File: src/rtl/aux_retry_pkg.sv
package aux_retry_pkg;

    localparam int CNT_W = 4;

    typedef enum logic [2:0] {
        CH_OK      = 3'd0,
        CH_INVALID = 3'd1,
        CH_TIMEOUT = 3'd2,
        CH_HPD     = 3'd3,
        CH_ACQUIRE = 3'd4,
        CH_UNKNOWN = 3'd5
    } chan_res_e;

    typedef enum logic [2:0] {
        RP_ACK       = 3'd0,
        RP_NACK      = 3'd1,
        RP_DEFER     = 3'd2,
        RP_OVR_NACK  = 3'd3,
        RP_I2C_DEFER = 3'd4,
        RP_OVR_DEFER = 3'd5,
        RP_HPD       = 3'd6
    } reply_e;

    typedef enum logic [1:0] {
        V_PASS,
        V_FAIL,
        V_RETRY,
        V_RETRY_WAIT
    } verdict_e;

    typedef enum logic [1:0] {
        S_IDLE,
        S_ISSUE,
        S_WAIT,
        S_PAUSE
    } state_e;

    typedef struct packed {
        logic             seen;
        logic [CNT_W-1:0] ack;
        logic [CNT_W-1:0] defer;
        logic [CNT_W-1:0] i2c;
        logic [CNT_W-1:0] tmo;
        logic [CNT_W-1:0] inv;
    } budget_t;

    // True once a counter has reached its limit
    function automatic logic spent(input logic [CNT_W-1:0] cnt, input int lim);
        return int'(cnt) >= lim;
    endfunction

endpackage

File: src/rtl/aux_retry_judge.sv
module aux_retry_judge
    import aux_retry_pkg::*;
#(
    parameter int LEN_W           = 5,
    parameter int ACK_LIMIT       = 7,
    parameter int DEFER_LIMIT     = 7,
    parameter int I2C_DEFER_LIMIT = 7,
    parameter int INVALID_LIMIT   = 2,
    parameter int TIMEOUT_LIMIT   = 3
) (
    input  budget_t          cur,
    input  logic [2:0]       result,
    input  logic [2:0]       reply,
    input  logic             is_write,
    input  logic [LEN_W-1:0] len,
    input  logic [LEN_W-1:0] bytes,
    output budget_t          nxt,
    output verdict_e         verdict
);

    chan_res_e res;
    reply_e    rep;

    assign res = chan_res_e'(result);
    assign rep = reply_e'(reply);

    always_comb begin
        nxt     = cur;
        verdict = V_FAIL;
        case (res)
            CH_OK: begin
                nxt.tmo = '0;
                nxt.inv = '0;
                case (rep)
                    RP_ACK: begin
                        if (!is_write && (bytes != len)) begin
                            nxt.ack = cur.ack + 1'b1;
                            verdict = spent(nxt.ack, ACK_LIMIT) ? V_FAIL : V_RETRY;
                        end else begin
                            verdict = V_PASS;
                        end
                    end
                    RP_DEFER, RP_OVR_DEFER: begin
                        nxt.seen  = 1'b1;
                        nxt.defer = cur.defer + 1'b1;
                        verdict   = spent(nxt.defer, DEFER_LIMIT) ? V_FAIL : V_RETRY_WAIT;
                    end
                    RP_OVR_NACK: begin
                        nxt.defer = cur.defer + 1'b1;
                        verdict   = spent(nxt.defer, DEFER_LIMIT) ? V_FAIL : V_RETRY;
                    end
                    RP_I2C_DEFER: begin
                        nxt.defer = '0;
                        nxt.i2c   = cur.i2c + 1'b1;
                        verdict   = spent(nxt.i2c, I2C_DEFER_LIMIT) ? V_FAIL : V_RETRY;
                    end
                    default: verdict = V_FAIL;
                endcase
            end
            CH_INVALID: begin
                nxt.inv = cur.inv + 1'b1;
                verdict = spent(nxt.inv, INVALID_LIMIT) ? V_FAIL : V_RETRY;
            end
            CH_TIMEOUT: begin
                if (cur.seen) begin
                    nxt.defer = cur.defer + 1'b1;
                    verdict   = spent(nxt.defer, DEFER_LIMIT) ? V_FAIL : V_RETRY_WAIT;
                end else begin
                    nxt.tmo = cur.tmo + 1'b1;
                    verdict = spent(nxt.tmo, TIMEOUT_LIMIT) ? V_FAIL : V_RETRY;
                end
            end
            default: verdict = V_FAIL;
        endcase
    end

endmodule

File: src/rtl/aux_retry_timer.sv
module aux_retry_timer #(
    parameter int WAIT_W = 8
) (
    input  logic              clk,
    input  logic              rst,
    input  logic              load,
    input  logic [WAIT_W-1:0] load_val,
    output logic              busy,
    output logic              last
);

    logic [WAIT_W-1:0] cnt;

    always_ff @(posedge clk) begin
        if (rst) begin
            cnt <= '0;
        end else if (load) begin
            cnt <= load_val;
        end else if (cnt != '0) begin
            cnt <= cnt - 1'b1;
        end
    end

    assign busy = (cnt != '0);
    assign last = (cnt == WAIT_W'(1));

endmodule

File: src/rtl/aux_retry_ctrl.sv
module aux_retry_ctrl
    import aux_retry_pkg::*;
#(
    parameter int LEN_W           = 5,
    parameter int WAIT_W          = 8,
    parameter int MAX_ATTEMPTS    = 7,
    parameter int ACK_LIMIT       = 7,
    parameter int DEFER_LIMIT     = 7,
    parameter int I2C_DEFER_LIMIT = 7,
    parameter int INVALID_LIMIT   = 2,
    parameter int TIMEOUT_LIMIT   = 3
) (
    input  logic              clk,
    input  logic              rst,
    input  logic              req_start,
    input  logic              req_is_write,
    input  logic [LEN_W-1:0]  req_len,
    input  logic [WAIT_W-1:0] cfg_defer_wait,
    output logic              req_done,
    output logic              req_pass,
    output logic              att_start,
    input  logic              att_result_valid,
    input  logic [2:0]        att_result,
    input  logic [2:0]        att_reply,
    input  logic [LEN_W-1:0]  att_bytes
);

    localparam int ATT_W = $clog2(MAX_ATTEMPTS + 1);

    state_e           state;
    budget_t          cnts;
    budget_t          cnts_nxt;
    verdict_e         verdict;
    logic [ATT_W-1:0] att_cnt;
    logic             wr_q;
    logic [LEN_W-1:0] len_q;
    logic             res_take;
    logic             cap_hit;
    logic             want_wait;
    logic             tmr_load;
    logic             tmr_busy;
    logic             tmr_last;

    aux_retry_judge #(
        .LEN_W          (LEN_W),
        .ACK_LIMIT      (ACK_LIMIT),
        .DEFER_LIMIT    (DEFER_LIMIT),
        .I2C_DEFER_LIMIT(I2C_DEFER_LIMIT),
        .INVALID_LIMIT  (INVALID_LIMIT),
        .TIMEOUT_LIMIT  (TIMEOUT_LIMIT)
    ) u_judge (
        .cur     (cnts),
        .result  (att_result),
        .reply   (att_reply),
        .is_write(wr_q),
        .len     (len_q),
        .bytes   (att_bytes),
        .nxt     (cnts_nxt),
        .verdict (verdict)
    );

    aux_retry_timer #(
        .WAIT_W(WAIT_W)
    ) u_timer (
        .clk     (clk),
        .rst     (rst),
        .load    (tmr_load),
        .load_val(cfg_defer_wait),
        .busy    (tmr_busy),
        .last    (tmr_last)
    );

    assign res_take  = (state == S_WAIT) && att_result_valid;
    assign cap_hit   = (int'(att_cnt) >= MAX_ATTEMPTS);
    assign want_wait = (verdict == V_RETRY_WAIT) && (cfg_defer_wait != '0);
    assign tmr_load  = res_take && want_wait && !cap_hit;
    assign att_start = (state == S_ISSUE);

    always_ff @(posedge clk) begin
        if (rst) begin
            state    <= S_IDLE;
            cnts     <= '0;
            att_cnt  <= '0;
            wr_q     <= 1'b0;
            len_q    <= '0;
            req_done <= 1'b0;
            req_pass <= 1'b0;
        end else begin
            req_done <= 1'b0;
            case (state)
                S_IDLE: begin
                    if (req_start) begin
                        state    <= S_ISSUE;
                        cnts     <= '0;
                        att_cnt  <= '0;
                        wr_q     <= req_is_write;
                        len_q    <= req_len;
                        req_pass <= 1'b0;
                    end
                end
                S_ISSUE: begin
                    att_cnt <= att_cnt + 1'b1;
                    state   <= S_WAIT;
                end
                S_WAIT: begin
                    if (att_result_valid) begin
                        cnts <= cnts_nxt;
                        case (verdict)
                            V_PASS: begin
                                req_done <= 1'b1;
                                req_pass <= 1'b1;
                                state    <= S_IDLE;
                            end
                            V_FAIL: begin
                                req_done <= 1'b1;
                                req_pass <= 1'b0;
                                state    <= S_IDLE;
                            end
                            default: begin
                                if (cap_hit) begin
                                    req_done <= 1'b1;
                                    req_pass <= 1'b0;
                                    state    <= S_IDLE;
                                end else if (want_wait) begin
                                    state <= S_PAUSE;
                                end else begin
                                    state <= S_ISSUE;
                                end
                            end
                        endcase
                    end
                end
                S_PAUSE: begin
                    if (tmr_last) begin
                        state <= S_ISSUE;
                    end
                end
                default: state <= S_IDLE;
            endcase
        end
    end

    AST_RESET_QUIET: assert property (@(posedge clk)
        rst |=> (!req_done && !req_pass && !att_start));

    AST_ATTEMPT_CAP: assert property (@(posedge clk) disable iff (rst)
        int'(att_cnt) <= MAX_ATTEMPTS);

    AST_FULL_ACK_PASS: assert property (@(posedge clk) disable iff (rst)
        (res_take && att_result == 3'd0 && att_reply == 3'd0 &&
         (wr_q || att_bytes == len_q)) |=> (req_done && req_pass));

    AST_PAUSE_TIMED: assert property (@(posedge clk) disable iff (rst)
        (state == S_PAUSE) |-> tmr_busy);

    AST_NACK_FAILS: assert property (@(posedge clk) disable iff (rst)
        (res_take && att_result == 3'd0 && att_reply == 3'd1) |=> (req_done && !req_pass));

    AST_CHAN_FAILS: assert property (@(posedge clk) disable iff (rst)
        (res_take && att_result >= 3'd3) |=> (req_done && !req_pass));

    AST_NO_WAIT_ZERO: assert property (@(posedge clk) disable iff (rst)
        (res_take && verdict == V_RETRY_WAIT && cfg_defer_wait == '0 && !cap_hit)
        |=> att_start);

    AST_DONE_PULSE: assert property (@(posedge clk) disable iff (rst)
        req_done |=> !req_done);

endmodule

File: config.mk
export PLATFORM = sky130hd
export DESIGN_NAME = aux_retry_ctrl
export DESIGN_NICKNAME = d
export VERILOG_FILES = /design/src/rtl/aux_retry_pkg.sv /design/src/rtl/aux_retry_judge.sv /design/src/rtl/aux_retry_timer.sv /design/src/rtl/aux_retry_ctrl.sv
export SDC_FILE = /design/constraint.sdc
export NUM_CORES = 1
export LEC_CHECK = 0
export BUFFER_PORTS_ARGS = -buffer_cell sky130_fd_sc_hd__clkbuf_2
export CORE_MARGIN = 2
export CORE_UTILIZATION = 58
export DETAILED_ROUTE_END_ITERATION = 8
export GPL_ROUTABILITY_DRIVEN = 0
export PLACE_DENSITY_LB_ADDON = 0.12
export SKIP_LAST_GASP = 1
export SYNTH_ARGS = -nofsm -noshare
export SYNTH_HDL_FRONTEND = slang
export SYNTH_SLANG_ARGS = --single-unit
File: constraint.sdc
create_clock -name clk -period 3.2 [get_ports clk]
set_input_delay 0.48 -clock clk [delete_from_list [all_inputs] [get_ports clk]]
set_output_delay 0.48 -clock clk [all_outputs]
set_load 0.05 [all_outputs]
==> summary.md <==
### Timing
- ratio of final minimum period to clock period: 82.7%
- Max-Slew Margin vs Limit: 43.8%
- Worst-Margin Slew: 843 ps
- setup repair after global routing missed its margin: false
- Final Critical Period: 2650 ps
- maximum clock frequency: 378 MHz
- Worst Hold Margin: 397 ps
- final setup violation count: 0
- Final Slew Violations: 0
- final setup TNS: 0 ps
- Final Hold Violating Endpoints: 0
- clock skew: 5.44 ps

### Die
- I/O pins: 32
- initial core utilization: 61.4%
- die boundary height: 72.3 um
- area of the die: 0.00523 mm^2
- row count: 24
- area inside the core boundary: 0.00441 mm^2
- chip width: 72.3 um

### Setup path
- required arrival time at the worst endpoint: 3410 ps
- type of element launching the critical path: flop
- critical path's top delay family: simple AND/OR/NAND/NOR gates
- cell-by-cell listing of the critical path: inv_1 > ha_1 > o21ai_1 > or2_2 > or3_1 > or3b_2 > a21oi_1
- delay contributed by the slowest stage of the critical path: 500 ps
- number of buffer and inverter instances along the worst setup path: 1
- category of the most critical setup path: reg2reg
- endpoint kind of the worst setup timing path: flop
- cell at the slowest stage of the critical path: ha_1
- critical path arrival: 2860 ps
- largest fanout of any net on the critical path: 15

### Job
- max-capacitance violation count: 0

### Synth
- main combinational cell family by area after synthesis: simple AND/OR/NAND/NOR gates
- mean instance size in the synthesized netlist: 7.85 um^2
- Cell Area, Synth: 0.00271 mm^2
- most instantiated flip-flop cell in the synthesis netlist: dfxtp_1
- number of different library cells in the post-synthesis netlist: 58
- number of nets produced by synthesis: 392
- Warnings, synthesis: 0
- fraction of the yosys area taken by sequential cells: 31.0%
- arithmetic-cell share of the synthesized area counting full adders, half adders and majority gates: 8.31%
- simple-gate portion of the synthesized area: 27.9%
- share of synthesized registers carrying an async set or reset: 0%
- Post-synth EDFFs: 0
- area fraction in compound gates after synthesis: 21.8%
- mux cell area share after synthesis: 2.22%
- synthesized instance count: 345
- number of synthesized register bits: 42
- share of the synthesized netlist area taken by xor and xnor gates: 5.50%

### Global route
- overall global routing resource usage: 24.3%
- total overflow reported by the global router: 0
- maximum number of pins on one net before global-route repair: 45
- wire length of the first global-routing pass: 10.1 mm
- antenna violations before repair: 0
- vias in the first global route: 2,269

### CTS
- Num CTS Buffers: 5
- H-tree depth: 2
- CTS-repair resized insts: 0
- deepest clock path buffer count: 2
- hold bufs inserted after CTS: 0
- TritonCTS Sinks: 42
- Reg clk slew, reported paths: 80 ps
- worst-skew pair later-pin latency: 290 ps
- CTS root buffer: clkbuf_8
- setup bufs post-CTS: 0
- CTS tree: yes

### Layout
- ratio of cells with drive above 1 in the final layout: 13.3%
- number of nets at the end of the flow: 422
- post-synthesis to final-layout area growth: 10.9%
- antenna cell count: 0

### Detailed routing
- vias after detailed routing: 2,523
- vias per inst: 5.91
- final routed DRC violation total: 0
- total routed wirelength: 5.85 mm
- Initial DRC Count: 171
- TritonRoute pass-1 iters: 4
- Final ANT Viol Nets: 0
- average detailed-routed wire length per instance: 13.7 um

### Power and ir drop
- switching part of the total: 39.3%
- clock network fraction of design power: 21.4%
- switching power: 0.000775 W
- combinational cell fraction of total power: 43.7%
- power share of the sequential group: 34.9%
- internal power component: 0.00120 W
- IR Drop Worst-Case VDD: 496 uV
- pwr/cell area: 657 mW/mm^2
- Static Leak: 1.25 nW

### Place
- Port Buf Inserts: 31
- HPWL reported at the end of detailed placement: 4.40 mm

### Min path
- worst hold path type: in2reg

### Run status
- status: completed

==> tightest hold or removal path, stage by stage <==
cell	delay, ps
clkbuf_2	80
nand2_1	40
a21oi_1	50
==> cells by family after synthesis <==
| group | Yosys count |
|---|---|
| compound gates | 92 |
| xor+xnor | 17 |
| fa+ha+maj | 18 |
| buf+inv | 22 |
| flops | 42 |
| mux | 6 |
| simple gates | 148 |
==> power groups by stage <==
stage               Clock (W)  Sequential (W)  Combinational, W
finish               0.000423        0.000689          0.000861
global route         0.000453        0.000702          0.000969
CTS                  0.000436        0.000687          0.000850
detailed placement          0        0.000700          0.000844
global placement            0        0.000695          0.000827
floorplan                   0        0.000686          0.000667
==> metrics by stage <==
| step | power, W | cells | setup WS (ps) | utilization [%] | area (um^2) |
|---|---|---|---|---|---|
| floorplan | 0.00135 | 345 | 938 | - | 2710 |
| global placement | 0.00152 | 420 | 700 | 65.5 | 2890 |
| detailed placement | 0.00154 | 420 | 610 | 65.5 | 2890 |
| CTS | 0.00197 | 427 | 585 | 68.1 | 3000 |
| global route | 0.00212 | 427 | 392 | 68.1 | 3000 |
| finish | 0.00197 | 427 | 554 | 68.1 | 3000 |
==> area by class of cell <==
class | instances | area, um^2
Tap cell | 52 | 65.1
Fill cell | 386 | 1410
Multi-Input combinational cell | 281 | 1780
Inverter | 14 | 52.6
Timing Repair Buffer | 31 | 155
Sequential cell | 42 | 841
Clock buffer | 6 | 82.6
Clock inverter | 1 | 30.0
==> cells in the mapped netlist, types with 3 or more instances <==
library cell  count  area [um^2]
dfxtp_1          42          841
nor2_1           41          154
nand2_1          36          135
a21oi_1          29          145
o21ai_0          22          110
ha_1             18          225
inv_1            14         52.6
nand3_1          11         55.1
xnor2_1          11         96.3
nor2b_1           8         50.1
nand2b_1          7         43.8
nor3_1            7         35.0
and2_1            6         37.5
mux2i_1           6         60.1
xor2_1            6         52.6
a21o_1            5         37.5
a211oi_1          4         30.0
clkbuf_1          4         15.0
o211ai_1          4         30.0
or3_1             4         25.0
a211o_1           3         26.3
a31oi_1           3         18.8
buf_2             3         15.0
nand3b_1          3         22.5
nand4_1           3         18.8
nor4_1            3         18.8
or4_1             3         22.5
==> layer usage <==
layer  track usage, %  routed length [um]  vias up
li1                 -                   -     1293
met1             32.5                2810     1172
met2             39.4                2710       49
met3             4.44                 250        9
met4             7.97                  77        0
met5                0                   0        -
==> final timing paths <==
kind	slack (ps)	endpoint	startpoint	depth (start not counted)
worst max-delay path	550	cnts[6]	state[0]	7
worst min-delay path	400	len_q[0]	req_len[0]	3
worst min register to register	470	len_q[3]	len_q[3]	2
worst max register to register	550	cnts[6]	state[0]	7
==> cells in the final DEF, fill, tap and decap left out, types with 11 or more instances in the layout <==
cell	synthesis	final
nor2_1	41	41
a21oi_1	29	29
xnor2_1	11	11
ha_1	18	18
dfxtp_1	42	42
inv_1	14	14
o21ai_0	22	22
nand2_1	36	36
clkbuf_2	0	31
nand3_1	11	11
==> registers in the layout, indices dropped and copies added, names as in the netlist <==
signal,flops
req_done,1
att_cnt,3
len_q,5
wr_q,1
u_timer.cnt,8
req_pass,1
cnts,21
state,2
(Power assumes the default switching activity.)
